--- src/rtl/gpio_port.sv ---
module gpio_port #(
  parameter int W   = 8,
  parameter int GRP = 4
) (
  input  logic         clk,
  input  logic         rst_n,
  input  logic [1:0]   bus_addr,
  input  logic         bus_wr,
  input  logic [W-1:0] bus_wdata,
  output logic [W-1:0] bus_rdata,
  input  logic [W-1:0] pin_in,
  input  logic [W-1:0] per_own,
  input  logic [W-1:0] per_dat,
  output logic [W-1:0] pad_oe,
  output logic [W-1:0] pad_do,
  output logic [W-1:0] pad_pu,
  output logic [W-1:0] pad_hd
);
  localparam int NG = W / GRP;

  logic [W-1:0]  lat_r, dir_r, drv_r, sy1, sy2, pu_exp;
  logic [NG-1:0] pu_r;

  always_ff @(posedge clk or negedge rst_n) begin
    if (!rst_n) begin
      lat_r <= '0;
      dir_r <= '0;
      pu_r  <= '0;
      drv_r <= '0;
    end else if (bus_wr) begin
      case (bus_addr)
        2'd0: lat_r <= bus_wdata;
        2'd1: dir_r <= bus_wdata;
        2'd2: pu_r  <= bus_wdata[NG-1:0];
        default: drv_r <= bus_wdata;
      endcase
    end
  end

  always_ff @(posedge clk or negedge rst_n) begin
    if (!rst_n) begin
      sy1 <= '0;
      sy2 <= '0;
    end else begin
      sy1 <= pin_in;
      sy2 <= sy1;
    end
  end

  for (genvar i = 0; i < W; i++) begin : g_pu
    assign pu_exp[i] = pu_r[i / GRP];
  end

  wire [W-1:0] drive_m = dir_r | per_own;

  assign pad_oe = drive_m;
  assign pad_do = (per_own & per_dat) | (~per_own & lat_r);
  assign pad_pu = pu_exp & ~drive_m;
  assign pad_hd = drv_r;

  always_comb begin
    case (bus_addr)
      2'd0: bus_rdata = (drive_m & lat_r) | (~drive_m & sy2);
      2'd1: bus_rdata = dir_r;
      2'd2: bus_rdata = W'(pu_r);
      default: bus_rdata = drv_r;
    endcase
  end

  logic [1:0] age;
  always_ff @(posedge clk or negedge rst_n) begin
    if (!rst_n) age <= '0;
    else if (age != 2'd3) age <= age + 2'd1;
  end

  AST_LATCH_WRITE: assert property (@(posedge clk) disable iff (!rst_n)
    (bus_wr && bus_addr == 2'd0) |=> lat_r == $past(bus_wdata));
  AST_LATCH_HOLD: assert property (@(posedge clk) disable iff (!rst_n)
    !(bus_wr && bus_addr == 2'd0) |=> $stable(lat_r));
  AST_DIR_OE: assert property (@(posedge clk) disable iff (!rst_n)
    (bus_wr && bus_addr == 2'd1) |=> (pad_oe & $past(bus_wdata)) == $past(bus_wdata));
  AST_DRIVE_WRITE: assert property (@(posedge clk) disable iff (!rst_n)
    (bus_wr && bus_addr == 2'd3) |=> pad_hd == $past(bus_wdata));
  AST_SYNC_LATENCY: assert property (@(posedge clk) disable iff (!rst_n)
    (age == 2'd3 && bus_addr == 2'd0) |->
      ((bus_rdata ^ $past(pin_in, 2)) & ~(dir_r | per_own)) == '0);
endmodule

--- config.mk ---
export PLATFORM = sky130hd
export DESIGN_NAME = gpio_port
export DESIGN_NICKNAME = d
export VERILOG_FILES = /design/src/rtl/gpio_port.sv
export SDC_FILE = /design/constraint.sdc
export NUM_CORES = 1
export LEC_CHECK = 0
export BUFFER_PORTS_ARGS = -buffer_cell sky130_fd_sc_hd__buf_4
export CELL_PAD_IN_SITES_DETAIL_PLACEMENT = 0
export CELL_PAD_IN_SITES_GLOBAL_PLACEMENT = 2
export CORE_MARGIN = 2
export CORE_UTILIZATION = 30
export DETAILED_ROUTE_END_ITERATION = 6
export PLACE_DENSITY = 0.81
export SKIP_LAST_GASP = 1
export SLEW_MARGIN = 25
export SYNTH_ARGS = -nofsm -noshare
export SYNTH_HDL_FRONTEND = slang
export SYNTH_SLANG_ARGS = --single-unit
--- constraint.sdc ---
create_clock -name clk -period 2.1 [get_ports clk]
set_clock_uncertainty 0.2 [all_clocks]
set_input_delay 0.42 -clock clk [delete_from_list [all_inputs] [get_ports clk]]
set_output_delay 0.42 -clock clk [all_outputs]
set_load 0.1 [all_outputs]
==> results of run 1 <==
cell type report:
class | instances | area [um^2] | share of cell area (%)
Clock buffer | 6 | 82.6 | 2.54
Clock inverter | 2 | 60.1 | 1.85
Inverter | 4 | 17.5 | 0.539
Multi-Input combinational cell | 83 | 1010 | 31.0
Sequential cell | 42 | 1050 | 32.5
Tap cell | 75 | 93.8 | 2.89
Timing Repair Buffer | 107 | 933 | 28.7
layout by cell type (no fill, tap or decap), types with 3 or more instances in the layout:
master and instances:
mux2i_1 4, o22ai_4 4, clkbuf_8 6, mux2_2 26
mux2i_2 3, buf_4 93, dfrtp_1 39, nand3_1 4
or2_4 8, buf_6 4, inv_1 3, buf_12 9
nor2_4 6, mux2_4 10, dfrtp_2 3
sequential cells by signal (all words and copies together) (netlist names):
register  flops
pad_hd        8
sy1           8
sy2           8
pu_r          2
lat_r         8
dir_r         8
kinds of logic (layout without fill, tap and decap cells):
family,Yosys count,count (layout)
AO/OA/AOI/OAI,10,10
flip-flops,42,42
multiplexers,46,46
buffers and inverters,8,119
AND/OR/NAND/NOR,27,27
through the flow:
stage | instance area [um^2] | TNS (ns) | cells | utilization, %
after global routing | 3250 | -1.32 | 319 | 53.9
after floorplan | 2070 | -1.61 | 133 | -
final | 3250 | -0.839 | 319 | 53.9
after CTS | 3200 | -0.956 | 318 | 53.0
after detailed placement | 2850 | -0.607 | 300 | 47.3
after global placement | 2850 | -0.556 | 300 | 47.3
critical path, delay by kind of cell (launching register included):
kind | cells | cell delay (ns)
simple gates | 1 | 0.24
buf+inv | 1 | 0.19
mux | 2 | 0.79
flops | 1 | 0.38
power by group:
part / switching (mW) / internal, mW
logic: 1.18 / 0.606
registers: 0.0824 / 0.921
clock network: 0.280 / 0.507
total: 1.54 / 2.03
timing repair:
action,CTS,global route
gates resized for setup,30,9
pin swaps,11,1
endpoints found under the setup margin,9,14
endpoints found under the hold margin,42,0
setup buffers,9,1
hold buffers,1,0
per-layer routing:
metal  share of wire [%]  up-vias
li1                    -      697
met1                  45      712
met2                  49       50
met3                 5.6        2
met4                0.36        0
met5                   0        -
worst max-delay path by stage:
stage                         endpoint
final                     bus_rdata[0]
after global routing      bus_rdata[0]
after CTS                 bus_rdata[0]
after detailed placement  bus_rdata[0]
after global placement    bus_rdata[0]
after floorplan           bus_rdata[0]
==> run summary, run 1 <==
Post-place setup slack: -0.296 ns
Post-synthesis sequential area ratio: 55.3%
Worst vdd ir: 0.536 mV
Vias per Instance: 4.58
Async SR Flop Fraction: 100%
Area of the core: 6030 um^2
Layout net count: 280
Leak: 1.50 nW
H-tree depth: 2
Reg clk slew, reported paths: 0.08 ns
Layout cell share with drive strength beyond 1: 77.0%
Die width: 83.6 um
Port buffer count: 76
Crit path max fanout: 2
Critical Path RT: 1.48 ns
Avg WL per Cell: 14.7 um
Reg2reg setup slack: 0.79 ns
Global Route Usage Sum: 14.1%
CTS tree: yes
Total of max-cap violations: 0
Max transition margin: 64.8%
Fmax: 398 MHz
1st-iter DRT viols: 23
Multiplexer share of the synthesized area: 29.9%
Synth Instances: 133
Final Hold Fails: 0
Worst flop-to-flop path endpoint: dir_r[1]
Clk_lat worst skew: 0.29 ns
Synth top cells by count: dfrtp_1 (42), mux2_2 (26), mux2_4 (10), mux2i_1 (8), nor2_1 (8)
Synth area leaders: dfrtp_1 (55%), mux2_2 (15%), mux2_4 (7.9%)
Min-Delay Path Class: in2reg
Initial core utilization: 31.5%
CP max stage delay: 0.49 ns
Worst slew pin tran: 0.528 ns
DRC Markers: 0
First-pass GRT wire length: 7.84 mm
Count leader, synth: dfrtp_1
Compound-Gate Fraction of Synth Area: 3.29%
Routed WL: 4.70 mm
Setup Viol. Count Final: 4
Gr busiest metal: met2
Reg2reg path depth: 4
Vias: 1461
Worst path cell trace: or2_4 -> mux2_4 -> mux4_2 -> buf_12
PD cells: 1100 nW/um^2
Crit. End Element: output port
Post-synthesis xor/xnor area fraction: 0%
Slowest CP cell: mux4_2
Total die area: 6980 um^2
Critical path class: reg2out
Die height: 83.6 um
Max Slew Vio Count: 0
ANT nets after route: 0
Layout area overhead: 71.0%
Area share of and/or/nand/nor cells after synthesis: 8.83%
Largest net degree at the start of global routing: 43
Io pins: 77
Avg Synthesized Cell Area: 14.3 um^2
Crit path time final: 2.51 ns
Yosys top cell by area: dfrtp_1
Hold path start: pin_in[4]
Post-synth top area share: 55.3%
Hold endpoint: sy1[4]
Global placer's final weighted congestion: 0.709
Hold path depth: 1
RSZ-0062 raised after global routing: true
Largest family of logic cells by synthesized area: multiplexers
EDFF count, synth: 0
Grt met1 use: 18.5%
Failing checks: negative setup slack
Main synth FF type: dfrtp_1
Status: finished with violations
CP arrival: 1.89 ns
Synth Warn #: 0
Number of buffers created by CTS: 5
Fill cells: 548
Mapped cell area: 1900 um^2
Antenna violations before repair: 0
Synthesized flop and latch total: 42
Met2 Use GR: 23.1%
Row cnt: 28
Root Driver: clkbuf_8
N_diodes: 0
Mapped Nets: 170
Synth unique cells: 20
GRT overflow: 0
Worst r2r src: dir_r[1]
Synth Area in Adders: 0%
# clock sinks: 42
Met3 Use GR: 4.06%
Worst Setup SP: dir_r[0]
Power Total: 3.58 mW
TritonRoute pass-1 iters: 3
Worst hold slack: 0.0251 ns
Vias in the first global route: 1589
Final WS setup: -0.410 ns
Tcrit/Tclk final: 120%
Crit path launch type: flip-flop
Dpl hpwl: 3.47 mm
Clock Tree Buf Depth: 2
No activity file was read; power rests on OpenSTA's default activity.
==> run 2, diff against run 1 <==
--- a/constraint.sdc
+++ b/constraint.sdc
@@ -4,2 +4,2 @@
 set_output_delay 0.42 -clock clk [all_outputs]
-set_load 0.1 [all_outputs]
+set_load 0.01 [all_outputs]
==> run 2 against run 1 <==
  * The flow still finishes with violations (negative setup slack)
  * Power fell by 37%
  * Clock power fell by 32%
  * Via count fell by 4.4%
  * Die area did not move
  * Clock-buffer cell count did not move
  * Wire length fell by 0.11%
  * Worst hold slack got worse by 0.0010 ns
  * Worst setup slack improved by 0.098 ns
  * Sequential share of layout area rose by 5.0 points
  * Flip-flop and latch count did not move
  * Design area fell by 14%
  * Critical endpoint is now bus_rdata[1]
  * Highest routed layer unchanged
==> run summary, run 2 (synthesized netlist as in run 1, its figures left out) <==
Worst r2r src: dir_r[4]
Layout area overhead: 47.8%
Final Hold Fails: 0 (unchanged)
Dpl hpwl: 3.49 mm (+0.36%)
RSZ-0062 raised after global routing: true
Fmax: 415 MHz (+4.1%)
Crit. End Element: output port
Power Total: 2.25 mW (-37%)
CP arrival: 1.79 ns (-0.10 ns)
Worst Setup SP: dir_r[1]
Antenna violations before repair: 0 (unchanged)
Crit path max fanout: 2 (unchanged)
CTS tree: yes
# clock sinks: 42 (unchanged)
Status: finished with violations
Leak: 1.37 nW (-8.4%)
Commonest non-fill, non-tap cells in the layout: buf_4 (92), dfrtp_1 (41), mux2_2 (26)
Tcrit/Tclk final: 115% (-4.7 points)
Final WS setup: -0.311 ns (+0.0982 ns)
Grt met1 use: 17.6% (-0.96 points)
Layout net count: 268 (-4.3%)
Worst flop-to-flop path endpoint: dir_r[4]
Root Driver: clkbuf_8
TritonRoute pass-1 iters: 4 (+1)
Critical path's top delay family: multiplexers
Worst vdd ir: 0.394 mV (-26%)
Number of buffers created by CTS: 5 (unchanged)
Critical path class: reg2out
Slowest CP cell: mux4_2
1st-iter DRT viols: 34 (+48%)
Largest net degree at the start of global routing: 43 (unchanged)
Buf+Inv Stages, Crit Path: 1 (unchanged)
Global Route Usage Sum: 13.5% (-0.61 points)
N_diodes: 0 (unchanged)
Vias in the first global route: 1482 (-6.7%)
H-tree depth: 2 (unchanged)
Critical Path RT: 1.48 ns (about the same)
Worst slew pin tran: 0.530 ns (+0.00224 ns)
Layout cell share with drive strength beyond 1: 66.8% (-10 points)
Failing checks: negative setup slack
Row cnt: 28 (unchanged)
Max transition margin: 64.7% (-0.15 points)
First-pass GRT wire length: 7.45 mm (-5.0%)
Gr busiest metal: met2
Reg2reg setup slack: 0.89 ns (+0.10 ns)
Reg2reg path depth: 3 (-1)
Clk_lat worst skew: 0.28 ns (about the same)
Cell count along the critical path: 4 (unchanged)
PD cells: 803 nW/um^2 (-27%)
Crit path to: bus_rdata[1]
ANT nets after route: 0 (unchanged)
Io pins: 77 (unchanged)
Avg WL per Cell: 15.3 um (+3.8%)
Worst hold slack: 0.0241 ns (-0.00104 ns)
Routed WL: 4.69 mm (-0.11%)
Total of max-cap violations: 0 (unchanged)
Die height: 83.6 um (unchanged)
Total die area: 6980 um^2 (unchanged)
Reg clk slew, reported paths: 0.08 ns (about the same)
Setup Viol. Count Final: 2 (-2)
Clock Tree Buf Depth: 2 (unchanged)
Vias: 1397 (-4.4%)
GRT overflow: 0 (unchanged)
Area of the core: 6030 um^2 (unchanged)
DRC Markers: 0 (unchanged)
Die width: 83.6 um (unchanged)
Worst path cell trace: or2_4 -> mux2_4 -> mux4_2 -> buf_6
Crit path launch type: flip-flop
Global placer's final weighted congestion: 0.718 (+1.3%)
Crit path time final: 2.41 ns (-0.0982 ns)
Met2 Use GR: 22.2% (-0.95 points)
Min-Delay Path Class: in2reg
Met3 Use GR: 4.25% (+0.20 points)
Vias per Instance: 4.55 (-0.64%)
Max Slew Vio Count: 0 (unchanged)
CP max stage delay: 0.46 ns (-0.03 ns)
Most common cell after layout, fill and taps aside: buf_4
Port buffer count: 76 (unchanged)
Initial core utilization: 31.5% (unchanged)
run 2: worst reg2reg max path, cell delays in order, from the launching register on:
cell,delay (ns)
dfrtp_1,0.40
buf_4,0.14
buf_4,0.12
mux2_4,0.24
run 2: metal layers:
| layer | wire [um] | up-vias |
|---|---|---|
| li1 | - | 669 |
| met1 | 2130 | 676 |
| met2 | 2250 | 48 |
| met3 | 282 | 4 |
| met4 | 36 | 0 |
| met5 | 0 | - |
run 2: cell type report:
class / count / area, um^2
multi-input cells: 83 / 825
clock buffers: 6 / 82.6
well taps: 75 / 93.8
repair buffers: 95 / 723
inverters: 4 / 17.5
flip-flops and latches: 42 / 1050
clock inverters: 2 / 12.5
fillers: 574 / 3220
run 2: repair_timing:
item | in CTS | in global routing
endpoints found under the hold margin | 42 | 0
pin swaps | 5 | 6
endpoints found under the setup margin | 5 | 7
hold buffers | 1 | 0
buffers inserted | 2 | 5
resized for setup | 5 | 5
run 2: how the worst min path moves through the flow:
stage / from / end / slack [ns] / depth (start not counted)
final: pin_in[3] / sy1[3] / 0.02 / 1
after detailed placement: sy1[2] / sy2[2] / 0.13 / 0
after global placement: sy1[2] / sy2[2] / 0.13 / 0
after global routing: pin_in[2] / sy1[2] / 0.008 / 1
after floorplan: rst_n / dir_r[0] / -0.08 / 0
after CTS: pin_in[3] / sy1[3] / 0.02 / 1
run 2: stage by stage:
step / setup TNS, ns / instances / area (um^2) / util (%) / setup WS, ns
final: -0.615 / 307 / 2810 / 46.6 / -0.311
after global routing: -0.752 / 307 / 2810 / 46.6 / -0.378
after CTS: -0.638 / 302 / 2750 / 45.6 / -0.327
after detailed placement: -0.348 / 291 / 2610 / 43.4 / -0.177
after global placement: -0.325 / 291 / 2610 / 43.4 / -0.164
after floorplan: 0 / 133 / 1900 / - / 0.0450
run 2: power breakdown:
group | total, mW | internal, mW | leakage (nW) | switching [mW]
Clock | 0.539 | 0.264 | 0.0472 | 0.275
Combinational | 0.710 | 0.438 | 0.830 | 0.272
Sequential | 1.01 | 0.920 | 0.493 | 0.0853
